### src/rtl/pwc_pkg.sv
package pwc_pkg;
    localparam int ADDR_W     = 9;
    localparam int DATA_W     = 8;
    localparam int PAGE_BYTES = 16;
    localparam int IDX_W      = $clog2(PAGE_BYTES);
    localparam int PAGE_W     = ADDR_W - IDX_W;

    typedef enum logic [2:0] {
        OP_OTHER = 3'd0,
        OP_WREN  = 3'd1,
        OP_WRDI  = 3'd2,
        OP_WRITE = 3'd3,
        OP_WRSR  = 3'd4
    } op_e;

    typedef enum logic [2:0] {
        SS_IDLE,
        SS_EN_WAIT,
        SS_ADDR,
        SS_DATA,
        SS_SR,
        SS_SKIP
    } sess_e;

    // Simplified protected range: 01 upper quarter, 10 upper half, 11 all.
    function automatic logic page_locked(input logic [PAGE_W-1:0] page,
                                         input logic [1:0] bp);
        logic r;
        case (bp)
            2'b00:   r = 1'b0;
            2'b01:   r = (page[PAGE_W-1:PAGE_W-2] == 2'b11);
            2'b10:   r = page[PAGE_W-1];
            default: r = 1'b1;
        endcase
        return r;
    endfunction
endpackage

### src/rtl/pwc_page_buf.sv
module pwc_page_buf
    import pwc_pkg::*;
(
    input  logic              clk,
    input  logic              rst_n,
    input  logic              clear,
    input  logic [IDX_W-1:0]  idx_init,
    input  logic              wr,
    input  logic [DATA_W-1:0] wdata,
    input  logic [IDX_W-1:0]  rd_idx,
    output logic [DATA_W-1:0] rd_data,
    output logic              rd_valid,
    output logic              has_data
);
    typedef struct packed {
        logic [PAGE_BYTES-1:0][DATA_W-1:0] mem;
        logic [PAGE_BYTES-1:0]             mask;
        logic [IDX_W-1:0]                  idx;
    } buf_t;

    buf_t q, d;

    always_comb begin
        d = q;
        if (clear) begin
            d.mask = '0;
            d.idx  = idx_init;
        end else if (wr) begin
            d.mem[q.idx]  = wdata;
            d.mask[q.idx] = 1'b1;
            d.idx         = q.idx + 1'b1;
        end
    end

    always_ff @(posedge clk or negedge rst_n) begin
        if (!rst_n) q <= '0;
        else        q <= d;
    end

    assign rd_data  = q.mem[rd_idx];
    assign rd_valid = q.mask[rd_idx];
    assign has_data = |q.mask;

    AST_CLEAR_WR_EXCL: assert property (@(posedge clk) disable iff (!rst_n)
        !(clear && wr));
endmodule

### src/rtl/pwc_session.sv
module pwc_session
    import pwc_pkg::*;
(
    input  logic              clk,
    input  logic              rst_n,
    input  logic              cmd_valid,
    input  logic [2:0]        cmd_code,
    input  logic              cmd_a8,
    input  logic              byte_valid,
    input  logic [DATA_W-1:0] byte_data,
    input  logic              cs_rise,
    input  logic              cs_aligned,
    input  logic              wr_permit,
    input  logic              wip_in,
    input  logic              cycle_done,
    input  logic              has_data,
    output logic              wel,
    output logic [1:0]        bp,
    output logic              buf_clear,
    output logic              buf_wr,
    output logic [IDX_W-1:0]  idx_init,
    output logic              commit,
    output logic [PAGE_W-1:0] page_out
);
    typedef struct packed {
        sess_e             st;
        logic              wel;
        logic [1:0]        bp;
        logic [PAGE_W-1:0] page;
    } ses_t;

    ses_t q, d;

    always_comb begin
        d         = q;
        buf_clear = 1'b0;
        buf_wr    = 1'b0;
        commit    = 1'b0;
        case (q.st)
            SS_IDLE: begin
                if (cmd_valid) begin
                    d.st = SS_SKIP;
                    case (op_e'(cmd_code))
                        OP_WREN:  if (!wip_in) d.st = SS_EN_WAIT;
                        OP_WRDI:  if (!wip_in) d.wel = 1'b0;
                        OP_WRITE: if (q.wel && !wip_in && wr_permit) begin
                            d.st   = SS_ADDR;
                            d.page = {cmd_a8, {(PAGE_W-1){1'b0}}};
                        end
                        OP_WRSR:  if (q.wel && !wip_in) d.st = SS_SR;
                        default:  ;
                    endcase
                end
            end
            SS_EN_WAIT: begin
                if (byte_valid) d.st = SS_SKIP;
                else if (cs_rise) begin
                    if (cs_aligned) d.wel = 1'b1;
                    d.st = SS_IDLE;
                end
            end
            SS_ADDR: begin
                if (byte_valid) begin
                    d.page    = {q.page[PAGE_W-1], byte_data[DATA_W-1:IDX_W]};
                    buf_clear = 1'b1;
                    d.st      = SS_DATA;
                end else if (cs_rise) d.st = SS_IDLE;
            end
            SS_DATA: begin
                if (byte_valid) buf_wr = 1'b1;
                else if (cs_rise) begin
                    commit = cs_aligned && has_data && !page_locked(q.page, q.bp);
                    d.st   = SS_IDLE;
                end
            end
            SS_SR: begin
                if (byte_valid) begin
                    d.bp = byte_data[3:2];
                    d.st = SS_SKIP;
                end else if (cs_rise) d.st = SS_IDLE;
            end
            default: begin
                if (cs_rise) d.st = SS_IDLE;
            end
        endcase
        if (cycle_done) d.wel = 1'b0;
    end

    always_ff @(posedge clk or negedge rst_n) begin
        if (!rst_n) q <= '{st: SS_IDLE, wel: 1'b0, bp: 2'b00, page: '0};
        else        q <= d;
    end

    assign wel      = q.wel;
    assign bp       = q.bp;
    assign idx_init = byte_data[IDX_W-1:0];
    assign page_out = q.page;

    AST_COMMIT_NEEDS_WEL: assert property (@(posedge clk) disable iff (!rst_n)
        commit |-> (q.wel && !wip_in));
    AST_WEL_DROPS_AT_END: assert property (@(posedge clk) disable iff (!rst_n)
        $fell(wip_in) |-> !q.wel);
    AST_BP_ONLY_LATCHED: assert property (@(posedge clk) disable iff (!rst_n)
        !$stable(q.bp) |-> $past(q.wel));
endmodule

### src/rtl/pwc_wr_engine.sv
module pwc_wr_engine
    import pwc_pkg::*;
#(
    parameter int WR_CYCLES = 200
) (
    input  logic              clk,
    input  logic              rst_n,
    input  logic              start,
    input  logic [PAGE_W-1:0] page_in,
    input  logic [DATA_W-1:0] rd_data,
    input  logic              rd_valid,
    output logic [IDX_W-1:0]  rd_idx,
    output logic              wip,
    output logic              done,
    output logic              arr_we,
    output logic [ADDR_W-1:0] arr_addr,
    output logic [DATA_W-1:0] arr_wdata
);
    localparam int CW = $clog2(WR_CYCLES);
    localparam logic [CW-1:0] LAST_CNT  = CW'(WR_CYCLES - 1);
    localparam logic [CW-1:0] BURST_END = CW'(PAGE_BYTES);

    typedef struct packed {
        logic              wip;
        logic [CW-1:0]     cnt;
        logic [PAGE_W-1:0] page;
    } eng_t;

    eng_t q, d;

    always_comb begin
        d    = q;
        done = q.wip && (q.cnt == LAST_CNT);
        if (start) begin
            d.wip  = 1'b1;
            d.cnt  = '0;
            d.page = page_in;
        end else if (q.wip) begin
            if (done) begin
                d.wip = 1'b0;
                d.cnt = '0;
            end else begin
                d.cnt = q.cnt + 1'b1;
            end
        end
    end

    always_ff @(posedge clk or negedge rst_n) begin
        if (!rst_n) q <= '0;
        else        q <= d;
    end

    assign wip       = q.wip;
    assign rd_idx    = q.cnt[IDX_W-1:0];
    assign arr_we    = q.wip && (q.cnt < BURST_END) && rd_valid;
    assign arr_addr  = {q.page, rd_idx};
    assign arr_wdata = rd_data;

    AST_NO_RESTART: assert property (@(posedge clk) disable iff (!rst_n)
        start |-> !q.wip);
    AST_STROBE_IN_WINDOW: assert property (@(posedge clk) disable iff (!rst_n)
        arr_we |-> !done);
endmodule

### src/rtl/page_write_ctrl.sv
module page_write_ctrl
    import pwc_pkg::*;
#(
    parameter int WR_CYCLES = 200
) (
    input  logic              clk,
    input  logic              rst_n,
    input  logic              cmd_valid,
    input  logic [2:0]        cmd_code,
    input  logic              cmd_a8,
    input  logic              byte_valid,
    input  logic [7:0]        byte_data,
    input  logic              cs_rise,
    input  logic              cs_aligned,
    input  logic              wr_permit,
    output logic [7:0]        status,
    output logic              arr_we,
    output logic [8:0]        arr_addr,
    output logic [7:0]        arr_wdata
);
    logic              wel, wip, done, commit, buf_clear, buf_wr, has_data, rd_valid;
    logic [1:0]        bp;
    logic [IDX_W-1:0]  idx_init, rd_idx;
    logic [PAGE_W-1:0] page;
    logic [DATA_W-1:0] rd_data;

    pwc_session u_session (
        .clk(clk), .rst_n(rst_n),
        .cmd_valid(cmd_valid), .cmd_code(cmd_code), .cmd_a8(cmd_a8),
        .byte_valid(byte_valid), .byte_data(byte_data),
        .cs_rise(cs_rise), .cs_aligned(cs_aligned), .wr_permit(wr_permit),
        .wip_in(wip), .cycle_done(done), .has_data(has_data),
        .wel(wel), .bp(bp), .buf_clear(buf_clear), .buf_wr(buf_wr),
        .idx_init(idx_init), .commit(commit), .page_out(page)
    );

    pwc_page_buf u_buf (
        .clk(clk), .rst_n(rst_n),
        .clear(buf_clear), .idx_init(idx_init),
        .wr(buf_wr), .wdata(byte_data),
        .rd_idx(rd_idx), .rd_data(rd_data), .rd_valid(rd_valid),
        .has_data(has_data)
    );

    pwc_wr_engine #(.WR_CYCLES(WR_CYCLES)) u_engine (
        .clk(clk), .rst_n(rst_n),
        .start(commit), .page_in(page),
        .rd_data(rd_data), .rd_valid(rd_valid), .rd_idx(rd_idx),
        .wip(wip), .done(done),
        .arr_we(arr_we), .arr_addr(arr_addr), .arr_wdata(arr_wdata)
    );

    assign status = {4'b0000, bp, wel, wip};

    initial begin
        assert (WR_CYCLES > PAGE_BYTES);
    end

    AST_WRITE_HOLDS_WEL: assert property (@(posedge clk) disable iff (!rst_n)
        arr_we |-> status[1]);
    AST_WIP_FROM_COMMIT: assert property (@(posedge clk) disable iff (!rst_n)
        $rose(status[0]) |-> $past(commit));
endmodule

### config.mk
export PLATFORM = sky130hd
export DESIGN_NAME = page_write_ctrl
export DESIGN_NICKNAME = d
export VERILOG_FILES = /design/src/rtl/pwc_pkg.sv /design/src/rtl/pwc_page_buf.sv /design/src/rtl/pwc_session.sv /design/src/rtl/pwc_wr_engine.sv /design/src/rtl/page_write_ctrl.sv
export SDC_FILE = /design/constraint.sdc
export NUM_CORES = 1
export LEC_CHECK = 0
export CORE_MARGIN = 2
export CORE_UTILIZATION = 45
export CTS_CLUSTER_SIZE = 25
export DETAILED_ROUTE_END_ITERATION = 7
export PLACE_DENSITY_LB_ADDON = 0.3
export SLEW_MARGIN = 20
export SYNTH_ARGS = -nofsm -noshare
export SYNTH_HDL_FRONTEND = slang
export SYNTH_HIERARCHICAL = 1
export SYNTH_SLANG_ARGS = --single-unit
### constraint.sdc
create_clock -name clk -period 3.6 [get_ports clk]
set_clock_uncertainty 0.15 [all_clocks]
set_input_delay 0.72 -clock clk [delete_from_list [all_inputs] [get_ports clk]]
set_output_delay 0.72 -clock clk [all_outputs]
set_load 0.005 [all_outputs]
# Word-level counts from Yosys, hierarchy flattened
# Cells that the tools add are included.
# classes
n_addsub	2
order_cmp	4
n_eq_ne	24
mux	48
bitwise_logic	3
n_reduce_logical	23
# op_table
operator	count
128-bit bitwise mux	1
20-bit 2-to-1 mux	2
8-bit binary-select mux with 4-bit select	1
8-bit demux with 4-bit select	1
8-bit 2-to-1 mux	3
3-bit 2-to-1 mux	7
3-bit inequality test, second input constant	7
1-bit 2-to-1 mux	18
9-bit 2-to-1 mux	2
16-bit bitwise OR	1
16-bit OR reduction	1
5-bit 2-to-1 mux	3
3-bit case mux with 5 select lines	1
3-bit by 2-bit == test with 1-bit output, second input constant	4
4-bit 2-to-1 mux	3
4-bit by 5-bit less-than comparator with 1-bit output, second input constant	2
5-bit case mux with 2 select lines	1
5-bit AND reduction	2
3-bit case mux with 3 select lines	1
8-bit by 1-bit adder with 8-bit output, second input constant	1
8-bit == test, second input constant	1
1-bit logical AND	8
8-bit by 5-bit less-than comparator with 1-bit output, second input constant	1
2-bit inequality test, second input constant	4
other kinds (20)	28
# totals
ff_bits	173
input_bits	19
out_inout_bits	26
wordCells	130

# Depth between registers and ports, before layout
# Gate-level depths: netlist of run 1.
# depth
ltp_word	11
ltp_mapped	9
mapped_depth_nobuf	8

# Cells and area by module
# The synthesis of run 1 kept the hierarchy.
# modules_own_cells
module	n_inst	cells_each	area_per_inst_um2	seq_area_each_um2
pwc_page_buf	1	447	6812.8	3703.6
pwc_wr_engine	1	89	858.3	350.3
pwc_session	1	88	800.8	275.3
page_write_ctrl	1	7	48.8	0.0

# Least setup slack after synthesis of run 1
# OpenSTA, ideal clock, no wires.
# synth_path
path_type	register to output
from	register u_engine.q (netlist bit u_engine/arr_addr[0])
to	output arr_wdata[2]
arrival_ps	1850
required_ps	2730
path_slack_ps	880
stages_incl_launch_ff	8
path_buffers	4
cell_sequence	dfrtp_1 -> buf_4 -> buf_4 -> buf_2 -> mux4_2 -> a22oi_1 -> nand2_1 -> buf_4
# synth_via
elab_chain_len	2
# synth_lines
item	line	source
from (decl)	pwc_wr_engine.sv:29	eng_t q, d;
from (signal assigned)	pwc_wr_engine.sv:49	if (!rst_n) q <= '0;
from (signal assigned)	pwc_wr_engine.sv:50	else q <= d;
8-bit binary-select mux with 4-bit select	pwc_page_buf.sv:40	assign rd_data = q.mem[rd_idx];
8-bit 2-to-1 mux (implied by the code)	pwc_page_buf.sv:40	
to (decl)	page_write_ctrl.sv:19	output logic [7:0] arr_wdata
# No other way between the ends. The select of a mux whose other input is x is not followed.

# Worst setup path in the final report of run 1
# layout_path
from	register u_engine.q (netlist bit u_engine/arr_addr[0])
to	output arr_wdata[7]
# Same word-level chain as after synthesis.

==> impl_metrics.ini, run 1 <==
[placed_design]
io_buffers = 40
placed_cells = 862
gp_congestion = 0.830
hpwl_microns = 12600

[logic_synthesis]
synthDistinctLibCells = 60
synth-edff-count = 0
syn-cell-area_sq_um = 8520
syn_area_per_cell_sq_um = 13.5
ys_warn_count = 6
synth_cells = 631
async_reset_ff_share_pct = 100
yosys_register_bits = 173
yosysSeqAreaShare_pct = 50.8
ys.flop_type = dfrtp_1

[finish]
drive_gt1_share_pct = 37.3
nFillCells = 1599
layout.nets = 676
diodes = 0
final_common_cell = dfrtp_1
final_cell_mix = dfrtp_1, mux2_2, clkdlybuf4s50_1
syn2layout_area_growth_pct = 13.0
fin_cells = 899

[grt]
antenna_found_initial = 0
grt_util_all_layers_pct = 21.0
grt_max_degree = 63
grt_overflow = 0
grt_pass1_vias = 5450
grt_first_pass_wirelength_microns = 31300

[route]
vias_per_cell = 5.80
wl_per_cell_microns = 21.9
first_iter_violations = 420
dr.pass1.iters = 5
wirelength_microns = 19700
route.vias.total = 5215
drc = 0
antenna_left = 0

[clocking]
cts_tree = yes
numCtsBuffers = 17
clk_pin_slew_worst_paths_ns = 0.07
cts_root_buf = clkbuf_16
clockBufferDepth = 2
numClockSinks = 173
insertion_delay_ns = 0.43
hold_buffers = 0
htree_levels = 4

[floorplanning]
core_area_sq_um = 18600
dieArea_sq_um = 20100
initial_utilization_pct = 45.7
die_w_microns = 142
io_pins = 45
core.rowCount = 50
die_h_microns = 142

[job]
drv_cap = 0

[worst_setup_path]
arrival_ns = 2.53
critical-path-slowest-cell = dfrtp_4
ff2ff_path_depth = 5
required_ns = 2.73
rr_endpoint = u_buf/q[124]
rrSetupSlack_ns = 0.73
crit_path_end_kind = primary output
cp_max_fo = 17
timing.rr.start = u_session/q[8]
crit_type = flop to primary output
crit_path_start_kind = flop
slowest_delay_ns = 0.52
path_cells = buf_12 > mux4_2 > a22oi_1 > nand2_1 > clkdlybuf4s50_1

[timing]
hold_viol_final = 0
fmax_mhz = 294
period_share_pct = 94.4
maxSlewHeadroom_pct = 50.9
finalSetupTns_ns = 0
rsz0062_at_grt = no
slew_violations = 0
worst_slew_pin_slew_ns = 0.734
post-route-min-period_ns = 3.40
setup_viol = 0

[power]
p_sw_share_pct = 32.7
power_switching_uw = 2470
pwr-share-seq_pct = 42.5
ir_worst_vdd_mv = 0.402
p_per_area_nw_per_um2 = 786
p_int_uw = 5090
combPwrFrac_pct = 33.3
leakage_uw = 0.00455
pwr-share-clk_pct = 24.2

[outcome]
status = complete, no violations

[worst_hold_path]
hold_path.class = input port to asynchronous set/reset pin
flip-flops by register name, summed over array words and instances (netlist names):
name,flops
u_session/bp,2
u_engine/q,4
u_session/wel,1
u_engine/arr_addr,9
u_engine/wip,1
u_session/q,3
u_session/page_out,5
u_buf/q,148
Yosys cell counts (all sizes together), types with 4 or more instances:
library cell  instances  area share (%)
a22oi                18             1.6
clkbuf               16            0.73
nand3                 5            0.29
mux2i                 6            0.70
nor3                  7            0.66
a31oi                 4            0.29
a21oi                 6            0.35
dfrtp               173              51
buf                  54             4.6
and3                  4            0.29
inv                  27             1.2
nor4                  6            0.44
nand2                41             2.0
o21ai                26             1.7
nand2b                5            0.37
mux2                137              18
nor2                  8            0.35
nor2b                 5            0.37
ha                    5            0.73
mux4                 36             9.5
how the worst max path moves through the flow:
stage                              start      endpoint  slack (ns)  cells after the start
global placement              byte_valid  u_buf/q[124]        0.39                      5
CTS                 u_engine/arr_addr[0]  arr_wdata[7]        0.08                      5
floorplan           u_engine/arr_addr[0]  arr_wdata[2]        0.88                      7
detailed placement            byte_valid  u_buf/q[124]        0.40                      5
finish              u_engine/arr_addr[0]  arr_wdata[7]        0.20                      5
global route        u_engine/arr_addr[0]  arr_wdata[7]        0.02                      5
power by group through the flow:
| stage | Combinational [uW] | Clock (uW) | Sequential (uW) |
|---|---|---|---|
| after floorplan | 2100 | 0 | 2920 |
| after global placement | 2390 | 0 | 3180 |
| after detailed placement | 2470 | 0 | 3230 |
| after CTS | 2490 | 1870 | 3200 |
| after global routing | 2740 | 1960 | 3300 |
| final | 2520 | 1830 | 3210 |
per-stage QoR:
step                util, %  instance area (sq um)  total power (uW)  setup WS (ns)  hold WS [ns]
finish                 51.6                   9630              7560          0.201        0.0835
global route           51.6                   9630              8000         0.0193         0.107
CTS                    51.4                   9580              7550         0.0762        0.0897
detailed placement     48.2                   8990              5700          0.398         0.330
global placement       48.2                   8990              5580          0.386         0.319
floorplan                 -                   8530              5030          0.880         0.274
cell type report:
type	instances	area [sq um]	share of cell area, %
clock buffers	18	439	4.56
clock inverters	14	149	1.55
inverters	27	101	1.05
multi-input cells	364	3650	37.9
flip-flops and latches	173	4330	45.0
well taps	234	293	3.04
repair buffers	69	661	6.86
what timing repair did:
item | in CTS | in global routing
gates resized for setup | 0 | 2
setup endpoints to repair | 0 | 4
buffers inserted | 0 | 5
layer usage:
| layer | wire length [microns] | global-route usage [%] | up-vias | part of all wire, % |
|---|---|---|---|---|
| met5 | 0 | 0 | - | 0 |
| met4 | 481 | 7.58 | 0 | 2.4 |
| met3 | 925 | 4.45 | 22 | 4.7 |
| met2 | 9600 | 33.6 | 147 | 49 |
| met1 | 8660 | 28.6 | 2749 | 44 |
| li1 | - | - | 2297 | - |
cells by family (layout without fill, tap and decap cells):
family / after synthesis / in the layout / synth area share (%)
buf+inv: 97 / 128 / 6.49
flops: 173 / 173 / 50.8
xor+xnor: 5 / 5 / 0.514
simple gates: 102 / 102 / 7.21
fa+ha+maj: 5 / 5 / 0.734
compound gates: 69 / 69 / 5.52
mux: 179 / 179 / 28.7
other cells: 1 / 4 / 0.0440
worst max-delay path, delay by kind of cell, from the launching register on:
kind | cells | cell delay, ns
AO/OA/AOI/OAI | 1 | 0.28
buffers and inverters | 2 | 0.68
flip-flops | 1 | 0.52
multiplexers | 1 | 0.52
AND/OR/NAND/NOR | 1 | 0.10
Note: power is estimated with default switching activity, not from simulation.
==> run 2: changes to the inputs <==
--- a/config.mk
+++ b/config.mk
@@ -9,7 +9,7 @@
 export CORE_UTILIZATION = 45
 export CTS_CLUSTER_SIZE = 25
 export DETAILED_ROUTE_END_ITERATION = 7
-export PLACE_DENSITY_LB_ADDON = 0.3
+export PLACE_DENSITY = 0.74
 export SLEW_MARGIN = 20
 export SYNTH_ARGS = -nofsm -noshare
 export SYNTH_HDL_FRONTEND = slang
==> impl_metrics.ini, run 2 (synthesis results as in run 1) <==
[clocking]
insertion_delay_ns = 0.43
cts_root_buf = clkbuf_16
htree_levels = 4
clk_pin_slew_worst_paths_ns = 0.06
postCtsSetupBuffers = 0
numCtsBuffers = 17
clockBufferDepth = 2
hold_buffers = 0
cts_resized = 0
cts_tree = yes
numClockSinks = 173

[route]
first_iter_violations = 361
drc = 0
dr.pass1.iters = 5
wirelength_microns = 18500
route.vias.total = 5210
vias_per_cell = 5.91
antenna_left = 0
wl_per_cell_microns = 21.0

[timing]
hold_viol_final = 0
setup_viol = 0
period_share_pct = 95.5
fmax_mhz = 291
whs_ns = 0.150
post-route-min-period_ns = 3.44
finalSetupTns_ns = 0
slew_violations = 0
maxSlewHeadroom_pct = 50.6
rsz0062_at_grt = no
worst_slew_pin_slew_ns = 0.741

[worst_setup_path]
arrival_ns = 2.57
timing.rr.start = u_session/q[9]
rr_endpoint = u_buf/q[101]
required_ns = 2.73
crit_path_end_kind = primary output
rrSetupSlack_ns = 0.57
cp_max_fo = 29
crit_type = flop to primary output
crit_path_start_kind = flop
ff2ff_path_depth = 6

[finish]
layout.nets = 659
diodes = 0
nFillCells = 1544
drive_gt1_share_pct = 35.2
largest_register_ffs = 148
final_core_util_pct = 51.2
final_common_cell = dfrtp_1
syn2layout_area_growth_pct = 12.0
regMostFlops = u_buf/q
final_cell_mix = dfrtp_1, mux2_2, clkdlybuf4s50_1

[job]
drv_cap = 0

[floorplanning]
die_h_microns = 142
core_area_sq_um = 18600
dieArea_sq_um = 20100
die_w_microns = 142
initial_utilization_pct = 45.7
core.rowCount = 50
io_pins = 45

[grt]
met3_usage_pct = 4.93
grt_pass1_vias = 5617
top_usage_layer = met2
grt_first_pass_wirelength_microns = 30000
grt_max_degree = 78
grt_overflow = 0
met1_usage_pct = 25.5
gr-usage-met2_pct = 32.3
grt_util_all_layers_pct = 19.7
antenna_found_initial = 0

[worst_hold_path]
hold_path.class = input port to asynchronous set/reset pin

[power]
power_uw = 7670
ir_worst_vdd_mv = 0.409
p_per_area_nw_per_um2 = 804
leakage_uw = 0.00449

[outcome]
status = complete, no violations

[placed_design]
io_buffers = 40
hpwl_microns = 11900
gp_congestion = 0.795
==> run 2: final cells by class <==
class / instances / area (sq um) / area share (%)
Sequential cell: 173 / 4330 / 45.4
Timing Repair Buffer: 52 / 529 / 5.54
Clock buffer: 22 / 484 / 5.07
Tap cell: 234 / 293 / 3.07
Inverter: 27 / 101 / 1.06
Multi-Input combinational cell: 364 / 3650 / 38.2
Clock inverter: 9 / 158 / 1.65
==> run 2: worst max-delay path by stage <==
stage | start | endpoint | depth (start not counted)
6_report | u_engine/arr_addr[0] | arr_we | 7
3_5_place_dp | byte_valid | u_buf/q[124] | 5
4_1_cts | u_engine/arr_addr[0] | arr_wdata[0] | 5
3_3_place_gp | byte_valid | u_buf/q[125] | 5
2_1_floorplan | u_engine/arr_addr[0] | arr_wdata[2] | 7
5_1_grt | u_engine/arr_addr[3] | arr_we | 7
==> run 2: metal layers <==
metal / up-vias / routed length, microns / part of all wire, %
li1: 2256 / - / -
met1: 2774 / 8150 / 44
met2: 149 / 9020 / 49
met3: 31 / 896 / 4.9
met4: 0 / 398 / 2.2
met5: - / 0 / 0
==> run 2: critical path: stages, from the launching register on <==
cell,delay (ns)
dfrtp_2,0.45
buf_12,0.28
mux4_2,0.54
a22oi_1,0.21
nand2_1,0.09
inv_1,0.07
nor4_1,0.05
clkdlybuf4s50_1,0.45
==> run 2: through the flow <==
stage | worst slack (ns) | area (sq um) | std cells
after CTS | 0.124 | 9550 | 881
after global placement | 0.372 | 8900 | 850
final | 0.161 | 9550 | 881
after global routing | 0.00111 | 9550 | 881
after floorplan | 0.880 | 8530 | 634
after detailed placement | 0.306 | 8900 | 850
==> run 2: report_power, final <==
group / total [uW] / leakage, uW / internal, uW / switching (uW)
Combinational: 2530 / 0.00186 / 1420 / 1110
Sequential: 3160 / 0.00232 / 2630 / 540
Clock: 1980 / 0.000309 / 1230 / 746
Total: 7670 / 0.00449 / 5280 / 2400
==> run 3: changes to the inputs <==
--- a/config.mk
+++ b/config.mk
@@ -10,6 +10,7 @@
 export CTS_CLUSTER_SIZE = 25
 export DETAILED_ROUTE_END_ITERATION = 7
 export PLACE_DENSITY = 0.74
+export SKIP_CTS_REPAIR_TIMING = 1
 export SLEW_MARGIN = 20
 export SYNTH_ARGS = -nofsm -noshare
 export SYNTH_HDL_FRONTEND = slang
==> results of run 3 <==
Same layout as run 2: the final DEF is identical, and so are final timing and power.
